--- src/rtl/pwb_pkg.sv ---
package pwb_pkg;
  // Strobes from control to datapath
  typedef struct packed {
    logic capture;  // accept a windowed request this cycle
    logic fetch;    // access in flight (program read active)
    logic done;     // data-valid cycle
  } pwb_strobe_t;
endpackage

--- src/rtl/pwb_ctrl.sv ---
module pwb_ctrl
  import pwb_pkg::*;
#(
  parameter int PENALTY_CYC = 1
) (
  input  logic        clk,
  input  logic        rstN,
  input  logic        winHit,
  input  logic        rptActive,
  input  logic        rptFirst,
  input  logic        rptLast,
  input  logic        rptIntExit,
  input  logic        rptReentry,
  output pwb_strobe_t strb,
  output logic        busy,
  output logic        stall
);
  localparam int CNT_W = (PENALTY_CYC < 1) ? 1 : $clog2(PENALTY_CYC + 1);

  logic             busyQ;
  logic [CNT_W-1:0] penLeftQ;
  logic             penNeeded;

  // Boundary iterations of a repeat loop keep the penalty
  assign penNeeded = !rptActive || rptFirst || rptLast || rptIntExit || rptReentry;

  always_ff @(posedge clk) begin
    if (!rstN) begin
      busyQ    <= 1'b0;
      penLeftQ <= '0;
    end else if (!busyQ) begin
      if (winHit) begin
        busyQ    <= 1'b1;
        penLeftQ <= penNeeded ? CNT_W'(PENALTY_CYC) : '0;
      end
    end else if (penLeftQ == '0) begin
      busyQ <= 1'b0;
    end else begin
      penLeftQ <= penLeftQ - 1'b1;
    end
  end

  assign busy         = busyQ;
  assign stall        = busyQ && (penLeftQ != '0);
  assign strb.capture = winHit && !busyQ;
  assign strb.fetch   = busyQ;
  assign strb.done    = busyQ && (penLeftQ == '0);

  // a stall is followed by another stall or by the valid cycle
  p_stall_then_valid_r7: assert property (@(posedge clk) disable iff (!rstN)
    stall |=> (stall || strb.done));
  // valid lasts a single cycle
  p_valid_single_r7: assert property (@(posedge clk) disable iff (!rstN)
    strb.done |=> !strb.done);
  // a stall only happens inside an access that began with a capture
  p_stall_after_capture_r5: assert property (@(posedge clk) disable iff (!rstN)
    $rose(busyQ) |-> $past(strb.capture));
endmodule

--- src/rtl/pwb_datapath.sv ---
module pwb_datapath
  import pwb_pkg::*;
#(
  parameter int PAGE_W = 8,
  parameter int OFF_W  = 15,
  parameter int DATA_W = 16,
  parameter int PM_W   = 24
) (
  input  logic                    clk,
  input  logic                    rstN,
  input  pwb_strobe_t             strb,
  input  logic [OFF_W:0]          reqAddr,
  input  logic                    reqByte,
  input  logic [PAGE_W-1:0]       pageReg,
  input  logic [PM_W-1:0]         pmRdData,
  output logic [PAGE_W+OFF_W-1:0] pmAddr,
  output logic [DATA_W-1:0]       rdData
);
  localparam int PA_W   = PAGE_W + OFF_W;
  localparam int BYTE_W = DATA_W / 2;

  logic [PA_W-1:0] addrQ;
  logic            byteQ;
  logic            hiLaneQ;
  logic [DATA_W-1:0] lowWord;

  always_ff @(posedge clk) begin
    if (!rstN) begin
      addrQ   <= '0;
      byteQ   <= 1'b0;
      hiLaneQ <= 1'b0;
    end else if (strb.capture) begin
      addrQ   <= {pageReg, reqAddr[OFF_W-1:0]};
      byteQ   <= reqByte;
      hiLaneQ <= reqAddr[0];
    end
  end

  assign pmAddr  = addrQ;
  // Upper program-word bits are dropped
  assign lowWord = pmRdData[DATA_W-1:0];

  always_comb begin
    if (!byteQ)       rdData = lowWord;
    else if (hiLaneQ) rdData = {{BYTE_W{1'b0}}, lowWord[DATA_W-1:BYTE_W]};
    else              rdData = {{BYTE_W{1'b0}}, lowWord[BYTE_W-1:0]};
  end

  // the captured address holds for the whole access
  p_addr_frozen_r8: assert property (@(posedge clk) disable iff (!rstN)
    (strb.fetch && $past(strb.fetch)) |-> $stable(pmAddr));
  // byte results are zero-extended
  p_byte_zext_r4: assert property (@(posedge clk) disable iff (!rstN)
    (strb.done && byteQ) |-> (rdData[DATA_W-1:BYTE_W] == '0));
endmodule

--- src/rtl/prog_window_bridge.sv ---
module prog_window_bridge
  import pwb_pkg::*;
#(
  parameter int PAGE_W      = 8,
  parameter int OFF_W       = 15,
  parameter int DATA_W      = 16,
  parameter int PM_W        = 24,
  parameter int PENALTY_CYC = 1
) (
  input  logic                    clk,
  input  logic                    rstN,
  input  logic                    reqValid,
  input  logic [OFF_W:0]          reqAddr,
  input  logic                    reqByte,
  input  logic                    reqYSpace,
  input  logic                    winEnable,
  input  logic [PAGE_W-1:0]       pageReg,
  input  logic                    tableBusy,
  input  logic                    rptActive,
  input  logic                    rptFirst,
  input  logic                    rptLast,
  input  logic                    rptIntExit,
  input  logic                    rptReentry,
  output logic                    pmRdEn,
  output logic [PAGE_W+OFF_W-1:0] pmAddr,
  input  logic [PM_W-1:0]         pmRdData,
  output logic                    ramSel,
  output logic                    stall,
  output logic                    rdValid,
  output logic [DATA_W-1:0]       rdData
);
  pwb_strobe_t strb;
  logic        busy;
  logic        winHit;
  logic        inWindow;

  assign inWindow = reqAddr[OFF_W] && winEnable && !tableBusy && !reqYSpace;
  assign winHit   = reqValid && inWindow;

  pwb_ctrl #(.PENALTY_CYC(PENALTY_CYC)) u_ctrl (
    .clk(clk), .rstN(rstN), .winHit(winHit),
    .rptActive(rptActive), .rptFirst(rptFirst), .rptLast(rptLast),
    .rptIntExit(rptIntExit), .rptReentry(rptReentry),
    .strb(strb), .busy(busy), .stall(stall)
  );

  pwb_datapath #(.PAGE_W(PAGE_W), .OFF_W(OFF_W), .DATA_W(DATA_W), .PM_W(PM_W)) u_dp (
    .clk(clk), .rstN(rstN), .strb(strb), .reqAddr(reqAddr), .reqByte(reqByte),
    .pageReg(pageReg), .pmRdData(pmRdData), .pmAddr(pmAddr), .rdData(rdData)
  );

  assign pmRdEn  = strb.fetch;
  assign rdValid = strb.done;
  assign ramSel  = reqValid && !busy && !inWindow;

  // RAM routing never overlaps a program read
  p_ram_excl_r1: assert property (@(posedge clk) disable iff (!rstN)
    pmRdEn |-> !ramSel);
  // a table operation blocks a new window access
  p_table_blocks_r9: assert property (@(posedge clk) disable iff (!rstN)
    (!pmRdEn && tableBusy) |=> !pmRdEn);
  // a Y-space operand cannot open an access
  p_yspace_blocks_r10: assert property (@(posedge clk) disable iff (!rstN)
    (!pmRdEn && reqYSpace) |=> !pmRdEn);
endmodule

--- config.mk ---
export PLATFORM = sky130hd
export DESIGN_NAME = prog_window_bridge
export DESIGN_NICKNAME = d
export VERILOG_FILES = /design/src/rtl/pwb_pkg.sv /design/src/rtl/pwb_ctrl.sv /design/src/rtl/pwb_datapath.sv /design/src/rtl/prog_window_bridge.sv
export SDC_FILE = /design/constraint.sdc
export NUM_CORES = 1
export LEC_CHECK = 0
export BUFFER_PORTS_ARGS = -buffer_cell sky130_fd_sc_hd__clkbuf_2
export CAP_MARGIN = 20
export CORE_MARGIN = 2
export CORE_UTILIZATION = 38
export CTS_CLUSTER_DIAMETER = 80
export DETAILED_ROUTE_END_ITERATION = 6
export GPL_TIMING_DRIVEN = 0
export HOLD_SLACK_MARGIN = 0.05
export PLACE_DENSITY = 0.82
export SLEW_MARGIN = 20
export SYNTH_ARGS = -nofsm -noshare
export SYNTH_HDL_FRONTEND = slang
export SYNTH_SLANG_ARGS = --single-unit
export TNS_END_PERCENT = 10
--- constraint.sdc ---
create_clock -name clk -period 1.3 [get_ports clk]
set_input_delay 0.065 -clock clk [delete_from_list [all_inputs] [get_ports clk]]
set_output_delay 0.065 -clock clk [all_outputs]
set_load 0.05 [all_outputs]
# Word-level counts from Yosys, hierarchy flattened
# Cells that the tools add are included.
dict set report word_totals {
  register_bits 27
  inputBits 60
  output_inout_bits 43
  elab_cells 35
}
dict set report classes {
  n_addsub 1
  muxes 9
  bitwise_logic 1
  n_reduce_logical 19
}
# op count
set op_table {}
lappend op_table {{16-bit two-way mux} 1}
lappend op_table {{1-bit logical AND} 9}
lappend op_table {{8-bit two-way mux} 1}
lappend op_table {{1-bit two-way mux} 7}
lappend op_table {{1-bit logical NOT} 5}
lappend op_table {{1-bit logical OR} 4}
lappend op_table {{2-bit nonzero test} 1}
lappend op_table {{1-bit inverter} 1}
lappend op_table {{1-bit subtractor (second input constant)} 1}

# Depth between registers and ports, before layout
# Gate-level depths: netlist of run 1.
dict set report logic_depth {
  word_depth 8
  mapped_depth 5
  mapped_depth_nobuf 3
}

# Modules after synthesis
# From an unflattened synthesis of run 1, not the netlist that was laid out.
dict set report unflattened {
  hier_cells 111
  hier_area_um2 1252.5
}
# mod instances cells_per_inst area_each_um2 seq_area_each_um2
set by_module_without_submodules {}
lappend by_module_without_submodules {pwb_datapath 1 96 1108.6 480.5}
lappend by_module_without_submodules {pwb_ctrl 1 12 112.6 40.0}
lappend by_module_without_submodules {prog_window_bridge 1 3 31.3 0.0}

# Worst setup path after synthesis of run 1
# No wires, ideal clock.
dict set report synth_timing {
  path_type {register to output}
  start {reg u_ctrl.busyQ (netlist: u_ctrl.busy)}
  end {out ramSel}
  t_arrival_ns 1.725
  required_time_ns 1.235
  path_slack_ns -0.490
  stages_incl_launch_ff 2
  n_path_buf 0
  cell_sequence {dfxtp_1 nor3b_1}
}
dict set report synth_between {
  elab_chain_len 3
}
# item line_no
set synth_lines {}
lappend synth_lines {{from (decl)} pwb_ctrl.sv:20} ;# logic busyQ;
lappend synth_lines {{from (signal assigned)} pwb_ctrl.sv:29} ;# busyQ <= 1'b0;
lappend synth_lines {{from (signal assigned)} pwb_ctrl.sv:33} ;# busyQ <= 1'b1;
lappend synth_lines {{from (signal assigned)} pwb_ctrl.sv:37} ;# busyQ <= 1'b0;
lappend synth_lines {{1-bit logical NOT} --}
lappend synth_lines {{1-bit logical AND (2 in series)} prog_window_bridge.sv:54} ;# assign ramSel = reqValid && !busy && !inWindow;
lappend synth_lines {{to (decl)} prog_window_bridge.sv:27} ;# output logic ramSel,
# No other way between the ends.

# Worst setup path after layout of run 1
dict set report layout_timing {
  start {reg u_dp.byteQ}
  end {out rdData[0]}
}
dict set report layout_between {
  elab_chain_len 1
}
# item line_no
set layout_lines {}
lappend layout_lines {{from (decl)} pwb_datapath.sv:23} ;# logic byteQ;
lappend layout_lines {{from (signal assigned)} pwb_datapath.sv:34} ;# byteQ <= reqByte;
lappend layout_lines {{16-bit two-way mux} pwb_datapath.sv:44} ;# if (!byteQ) rdData = lowWord;
lappend layout_lines {{to (decl)} prog_window_bridge.sv:30} ;# output logic [DATA_W-1:0] rdData
# No other way between the ends.

==> metrics.md, run 1 <==
| Metric | Value |
|---|---|
| Worst Hold Depth | `3` |
| Peak VDD IR | `409.1 uV` |
| Pint | `1342 uW` |
| Nets@finish | `322` |
| Clock power share | `29.7%` |
| Fraction of registers with async set/reset | `0%` |
| Comb power frac | `26.4%` |
| Detail Route Antenna Nets | `0` |
| CP Capture Type | `output port` |
| Worst hold endpoint | `u_ctrl.penLeftQ` |
| Syn Inst Count | `136` |
| Area Overhead vs Synth | `83.53%` |
| Largest net degree at the start of global routing | `16` |
| Synth area leader | `dfxtp_1` |
| Reg2reg start | `u_ctrl.busy` |
| Final Cell Area | `2301 um^2` |
| Hold Fails Final Rpt | `0` |
| Synth top area share | `41.52%` |
| All-layer global routing usage | `21.80%` |
| Arrival time at the worst endpoint | `1.32 ns` |
| Primary FF master, synth | `dfxtp_1` |
| Status | `complete, but fails checks` |
| CTS tree | `built` |
| RSZ-0062 raised after global routing | `true` |
| FP Rows | `20` |
| GR Overflow Total | `0` |
| Post-synth top cells | `nand2_1 (49), dfxtp_1 (26), mux2i_1 (24), nor2b_1 (9), mux2_2 (8)` |
| Iteration-0 DRC Markers | `34` |
| PD cells | `803.4 nW/um^2` |
| # Max-Cap Violations | `0` |
| Syn_nets | `196` |
| DIE AREA | `3775 um^2` |
| Clock Skew | `0.001811 ns` |
| Syn avg cell area | `9.218 um^2` |
| Clock root cell | `clkbuf_4` |
| Post-DR vias/cell | `4.711` |
| Total core area | `3103 um^2` |
| Flops & latches, synth | `26` |
| Core Util, Final | `74.15%` |
| Max stage delay cell, worst path | `dfxtp_4` |
| Critical Path Fanout Max | `8` |
| Fraction of layout cells with a size suffix above 1 | `47.89%` |
| # DRC | `0` |
| R2R cell count | `4` |
| Ranking of synthesized cells by area | `dfxtp_1 (42%), mux2i_1 (19%), nand2_1 (15%), mux2_2 (7.2%), nor2b_1 (4.5%)` |
| Worst rel slew slack | `68.64%` |
| Number of buffers added on ports | `93` |
| Leak | `0.001102 uW` |
| Clock-pin transition on the worst setup and hold timing paths | `0.14 ns` |
| Peak Freq | `723.2 MHz` |
| Critical Path Start Type | `register` |
| Switching share of power | `27.42%` |
| Synth Cell Area | `1254 um^2` |
| DP Wirelength | `2.641 mm` |
| Drt first pass iters | `4` |
| Netlist cell types | `18` |
| Slowest Stage Delay on Critical Path | `0.40 ns` |
| Setup WS post-layout | `-0.08276 ns` |
| Cell Area, Placed | `1783 um^2` |
| I/O Pins | `103` |
| Min-Delay Path Class | `in2reg` |
| Gpl congestion | `0.6914` |
| Largest family of logic cells by synthesized area | `multiplexers` |
| Leading cell type by number of instances after synthesis | `nand2_1` |
| Initial Util | `40.40%` |
| Worst-Skew Late Latency | `0.31 ns` |
| Worst-path cell chain | `nand2_8 -> mux2_4 -> buf_8` |
| Post-Synth XOR/XNOR Area | `0%` |
| Post-synth EDFFs | `0` |
| Finished Layout Cells | `305` |
| Initial antenna violation count | `0` |
| Net Switching | `506.9 uW` |
| Routed wire length | `4.189 mm` |
| Fin crit share | `106.4%` |
| Synth Warn # | `0` |
| Flop pwr share | `43.9%` |
| Final setup violation count | `8` |
| RR Endpoint | `u_dp.pmAddr[21]` |
| Die Wd | `61.44 um` |
| Adder-cell share of the synthesized area | `0%` |
| Compound-cell area share of the yosys netlist | `0.9980%` |
| Die Y | `61.44 um` |
| # diodes | `0` |
| Routed via count | `1437` |
| TritonCTS Buffers | `3` |
| WL/cell | `13.73 um` |
| H-tree levels | `1` |
| Total Power | `1849 uW` |
| Worst-Margin Slew | `0.4703 ns` |
| Placed cells | `273` |
| Synth Area in Simple Gates | `24.25%` |
| Worst path required time | `1.24 ns` |
| Kind of critical path | `reg2out` |
| Reg2Reg Setup Slack | `0.07 ns` |
| Min Tclk post-route | `1.383 ns` |
| Post-placement setup slack | `-0.1274 ns` |
| First-pass GRT wire length | `5.975 mm` |
| Final slew viol count | `0` |
| Failing checks | `setup timing` |
| Hold_sp | `rptFirst` |
| # clock sinks | `26` |
| Number of global-route vias before repair | `1400` |
| Max Buffers Root-to-Sink | `2` |
| Seq/Total Area, Yosys | `41.52%` |
| Post-synthesis mux area share | `26.35%` |
==> stage by stage <==
stage,hold WS [ns],TNS (ns)
2_1_floorplan,0.2071,0
3_3_place_gp,0.2954,-0.7957
3_5_place_dp,0.3024,-0.8141
4_1_cts,0.1274,-0.7272
5_1_grt,0.1161,-1.066
6_report,0.1408,-0.5938
==> cells by family after synthesis <==
| logic type | after synthesis |
|---|---|
| AO/OA/AOI/OAI | 2 |
| flip-flops | 26 |
| buffers and inverters | 11 |
| multiplexers | 32 |
| AND/OR/NAND/NOR | 65 |
==> metal layers <==
layer	share of wire, %	GRT usage (%)
met1	36	21.18
met5	0	0
met4	1.4	9.726
met3	7.5	4.832
met2	55	43.16
==> sequential cells by signal, summed over array words and instances (netlist names) <==
register / count
u_dp.pmAddr: 23
u_ctrl.busy: 1
u_ctrl.penLeftQ: 1
u_dp.byteQ: 1
==> worst max path at each step <==
stage	startpoint	endpoint	slack [ns]
after floorplan	u_ctrl.busy	u_ctrl.busy	0.03
after global placement	u_dp.byteQ	rdData[0]	-0.12
after detailed placement	u_dp.byteQ	rdData[0]	-0.13
after CTS	u_dp.byteQ	rdData[0]	-0.10
after global routing	u_dp.byteQ	rdData[0]	-0.14
final	u_dp.byteQ	rdData[0]	-0.08
==> critical path, delay by kind of cell (launching register included) <==
kind          cells  cell delay [ns]
flops             1             0.40
buf+inv           1             0.15
mux               1             0.33
simple gates      1             0.12
==> power by group through the flow <==
stage / Combinational, uW / Sequential [uW] / Clock, uW
after floorplan: 198 / 862 / 0
after global placement: 355 / 831 / 0
after detailed placement: 359 / 831 / 0
after CTS: 457 / 811 / 566
after global routing: 516 / 813 / 601
final: 488 / 811 / 549
==> area by class of cell <==
cell class	instances	area, um^2
Clock inverter	1	30.03
Clock buffer	3	22.52
Sequential cell	26	529.3
Multi-Input combinational cell	99	713.2
Buffer	10	81.33
Fill cell	243	802.0
Tap cell	44	55.05
Timing Repair Buffer	122	869.6
==> cell usage in the layout (no fill, tap or decap) <==
cell,count
clkbuf_4,3
clkbuf_1,6
buf_12,2
buf_4,6
nand2_8,1
nor3b_2,1
and4bb_1,1
buf_6,6
nor2b_1,3
mux2_4,8
and4b_2,1
nand2_1,48
clkbuf_2,78
dfxtp_4,2
and3b_1,1
dfxtp_2,1
and2_1,1
a21oi_1,1
nor4b_1,2
mux2i_1,24
bufinv_16,1
dfxtp_1,23
nor2b_2,6
o21a_1,1
buf_8,9
dlygate4sd3_1,25
==> timing repair <==
action                                  in CTS  in global routing
setup buffers                                4                  0
resized for setup                           39                 25
endpoints found under the setup margin      11                 16
hold buffers                                25                  0
endpoints found under the hold margin       25                  0
pin swaps                                    1                  1
Note: power is estimated with default switching activity, not from simulation.
==> inputs of run 2 (changes only) <==
==> constraint.sdc (replaced) <==
create_clock -name clk -period 1.5 [get_ports clk]
set_input_delay 0.075 -clock clk [delete_from_list [all_inputs] [get_ports clk]]
set_output_delay 0.075 -clock clk [all_outputs]
set_load 0.05 [all_outputs]
==> run 2 against run 1 <==
Compared with the run above: the run now ends clean; worst hold slack worse by 0.074 ns; combinational power is 23% lower; non-clock buffer count fell by 3; critical path depth did not move; critical endpoint is now rdData[5].
==> metrics.md, run 2 (synthesized netlist as in run 1, its figures left out) <==
| Metric | Value |
|---|---|
| Slowest Stage Delay on Critical Path | `0.40 ns (about the same)` |
| CP Capture Type | `output port` |
| DIE AREA | `3775 um^2 (unchanged)` |
| Area Overhead vs Synth | `70.66%` |
| Detail Route Antenna Nets | `0 (unchanged)` |
| Kind of critical path | `reg2out` |
| Gpl congestion | `0.6919 (about the same)` |
| # Max-Cap Violations | `0 (unchanged)` |
| Flop pwr share | `48.8% (+4.9 points)` |
| Clock Skew | `0.001579 ns (-0.0002312 ns)` |
| Min Tclk post-route | `1.474 ns` |
| R2R cell count | `4 (unchanged)` |
| CP bufs+invs | `1 (unchanged)` |
| Drt first pass iters | `4 (unchanged)` |
| Largest net degree at the start of global routing | `15 (-1)` |
| Most common cell after layout, fill and taps aside | `clkbuf_2` |
| Hold Fails Final Rpt | `0 (unchanged)` |
| M3 GR Usage | `4.832% (unchanged)` |
| Final TNS setup | `0 ns (+0.5938 ns)` |
| I/O Pins | `103 (unchanged)` |
| Reg2reg start | `u_ctrl.busy` |
| Critical Path Start Type | `register` |
| RR Endpoint | `u_dp.pmAddr[20]` |
| Fraction of layout cells with a size suffix above 1 | `44.96% (-2.9 points)` |
| Max Buffers Root-to-Sink | `2 (unchanged)` |
| Number of global-route vias before repair | `1351 (-3.5%)` |
| Arrival time at the worst endpoint | `1.40 ns (+0.08 ns)` |
| Max reg flops | `23 (unchanged)` |
| Met1 usage | `18.26% (-2.9 points)` |
| Routed wire length | `3.800 mm (-9.3%)` |
| PD cells | `674.8 nW/um^2 (-16%)` |
| Pint | `1011 uW (-25%)` |
| Worst-path cell chain | `nand2_4 -> mux2_2 -> clkbuf_8` |
| Crit path depth | `3 (unchanged)` |
| Clock-pin transition on the worst setup and hold timing paths | `0.14 ns (about the same)` |
| Area of the multi-input gates | `663.1 um^2 (-7.0%)` |
| Routed via count | `1390 (-3.3%)` |
| Total core area | `3103 um^2 (unchanged)` |
| # DRC | `0 (unchanged)` |
| Peak Freq | `678.3 MHz` |
| Crit path to | `rdData[5]` |
| Reg2Reg Setup Slack | `0.27 ns (+0.20 ns)` |
| All-layer global routing usage | `20.03% (-1.8 points)` |
| Fin crit share | `98.28%` |
| Die Wd | `61.44 um (unchanged)` |
| Placed cells | `273 (unchanged)` |
| CTS tree | `built` |
| Iteration-0 DRC Markers | `36 (+5.9%)` |
| Register area | `525.5 um^2 (-0.71%)` |
| TritonCTS Buffers | `3 (unchanged)` |
| DP Wirelength | `2.672 mm (+1.2%)` |
| Post-DR vias/cell | `4.603 (-2.3%)` |
| Critical Path Fanout Max | `8 (unchanged)` |
| # diodes | `0 (unchanged)` |
| Global-route layer with the greatest usage | `met2` |
| Min-Delay Path Class | `in2reg` |
| Clock power share | `25.0% (-4.7 points)` |
| # clock sinks | `26 (unchanged)` |
| Initial Util | `40.40% (unchanged)` |
| Nets@finish | `319 (-0.93%)` |
| Die Y | `61.44 um (unchanged)` |
| Max stage delay cell, worst path | `dfxtp_4` |
| WL/cell | `12.58 um (-8.4%)` |
| Fillers | `257 (+5.8%)` |
| Commonest non-fill, non-tap cells in the layout | `clkbuf_2 (85), nand2_1 (48), mux2i_1 (24), dlygate4sd3_1 (24), dfxtp_1 (24)` |
| Finished Layout Cells | `302 (-0.98%)` |
| GR Overflow Total | `0 (unchanged)` |
| RSZ-0062 raised after global routing | `true` |
| Worst rel slew slack | `68.90% (+0.26 points)` |
| Worst Hold Depth | `3 (unchanged)` |
| Worst-Skew Late Latency | `0.32 ns (about the same)` |
| Number of buffers added on ports | `93 (unchanged)` |
| Clock root cell | `clkbuf_4` |
| Final setup violation count | `0 (-8)` |
| Worst path required time | `1.42 ns (+0.18 ns)` |
| Peak VDD IR | `363.5 uV (-11%)` |
| Met2 Use GR | `41.64% (-1.5 points)` |
| Initial antenna violation count | `0 (unchanged)` |
| H-tree levels | `1 (unchanged)` |
| Net Switching | `432.5 uW (-15%)` |
| Leak | `0.001032 uW (-6.4%)` |
| Crit path launch | `u_dp.byteQ` |
| Comb power frac | `26.2% (-0.2 points)` |
| First-pass GRT wire length | `5.540 mm (-7.3%)` |
| Final slew viol count | `0 (unchanged)` |
| Top delay family on crit path | `flip-flops` |
| Status | `finished clean` |
| Worst-Margin Slew | `0.4665 ns (-0.003828 ns)` |
| FP Rows | `20 (unchanged)` |
| Switching share of power | `29.96% (+2.5 points)` |
-- run 2: cell count changes in the layout (fill, tap and decap cells not counted), moves of 7 or more --
cell      delta
buf_8        -9
mux2_2       +7
clkbuf_2     +7
clkbuf_8     +7
mux2_4       -7
-- run 2: worst reg2reg max path, cell delays in order, from the launching register on --
cell,delay [ns]
dfxtp_1,0.38
and3b_1,0.24
buf_6,0.15
buf_12,0.15
mux2i_1,0.24
-- run 2: cell type report --
| cell class | instances | share of cell area [%] |
|---|---|---|
| repair buffers | 119 | 36.37 |
| multi-input cells | 99 | 30.99 |
| flip-flops and latches | 26 | 24.56 |
| plain buffers | 10 | 3.801 |
| well taps | 44 | 2.573 |
| clock buffers | 4 | 1.696 |
-- run 2: power by group through the flow --
stage	clock (uW)	combinational, uW	sequential [uW]
finish	361	378	704
global route	397	405	706
CTS	363	375	705
detailed placement	0	310	720
global placement	0	307	720
floorplan	0	172	747
-- run 2: worst min-delay path by stage --
stage                     start         endpoint  slack (ns)
floorplan            reqAddr[0]   u_dp.pmAddr[0]        0.22
global placement    reqAddr[13]  u_dp.pmAddr[13]        0.31
detailed placement   pageReg[7]  u_dp.pmAddr[22]        0.31
CTS                    reqValid  u_ctrl.penLeftQ        0.06
global route           reqValid  u_ctrl.penLeftQ        0.09
finish                 reqValid  u_ctrl.penLeftQ        0.07
-- run 2: metal layers --
metal	share of wire (%)	vias to the layer above
met3	8.9	11
li1	-	691
met1	36	610
met2	53	78
met4	2.0	0
met5	0	-
-- run 2: stage by stage --
stage / hold slack, ns / utilization, % / cell area (um^2) / power [uW] / setup slack (ns)
2_1_floorplan: 0.2171 / - / 1259 / 918.6 / -0.04094
3_3_place_gp: 0.3058 / 57.34 / 1779 / 1027 / 0.07197
3_5_place_dp: 0.3127 / 57.34 / 1779 / 1030 / 0.05835
4_1_cts: 0.06376 / 68.43 / 2123 / 1442 / 0.005440
5_1_grt: 0.08663 / 68.95 / 2140 / 1507 / -0.003565
6_report: 0.06699 / 68.95 / 2140 / 1444 / 0.02578
-- run 2: repair_timing --
action / in CTS / in global routing
pin swaps: 1 / 0
endpoints found under the hold margin: 24 / 0
hold buffers: 24 / 0
gates resized for setup: 19 / 3
setup endpoints to repair: 8 / 8
buffers inserted: 0 / 2
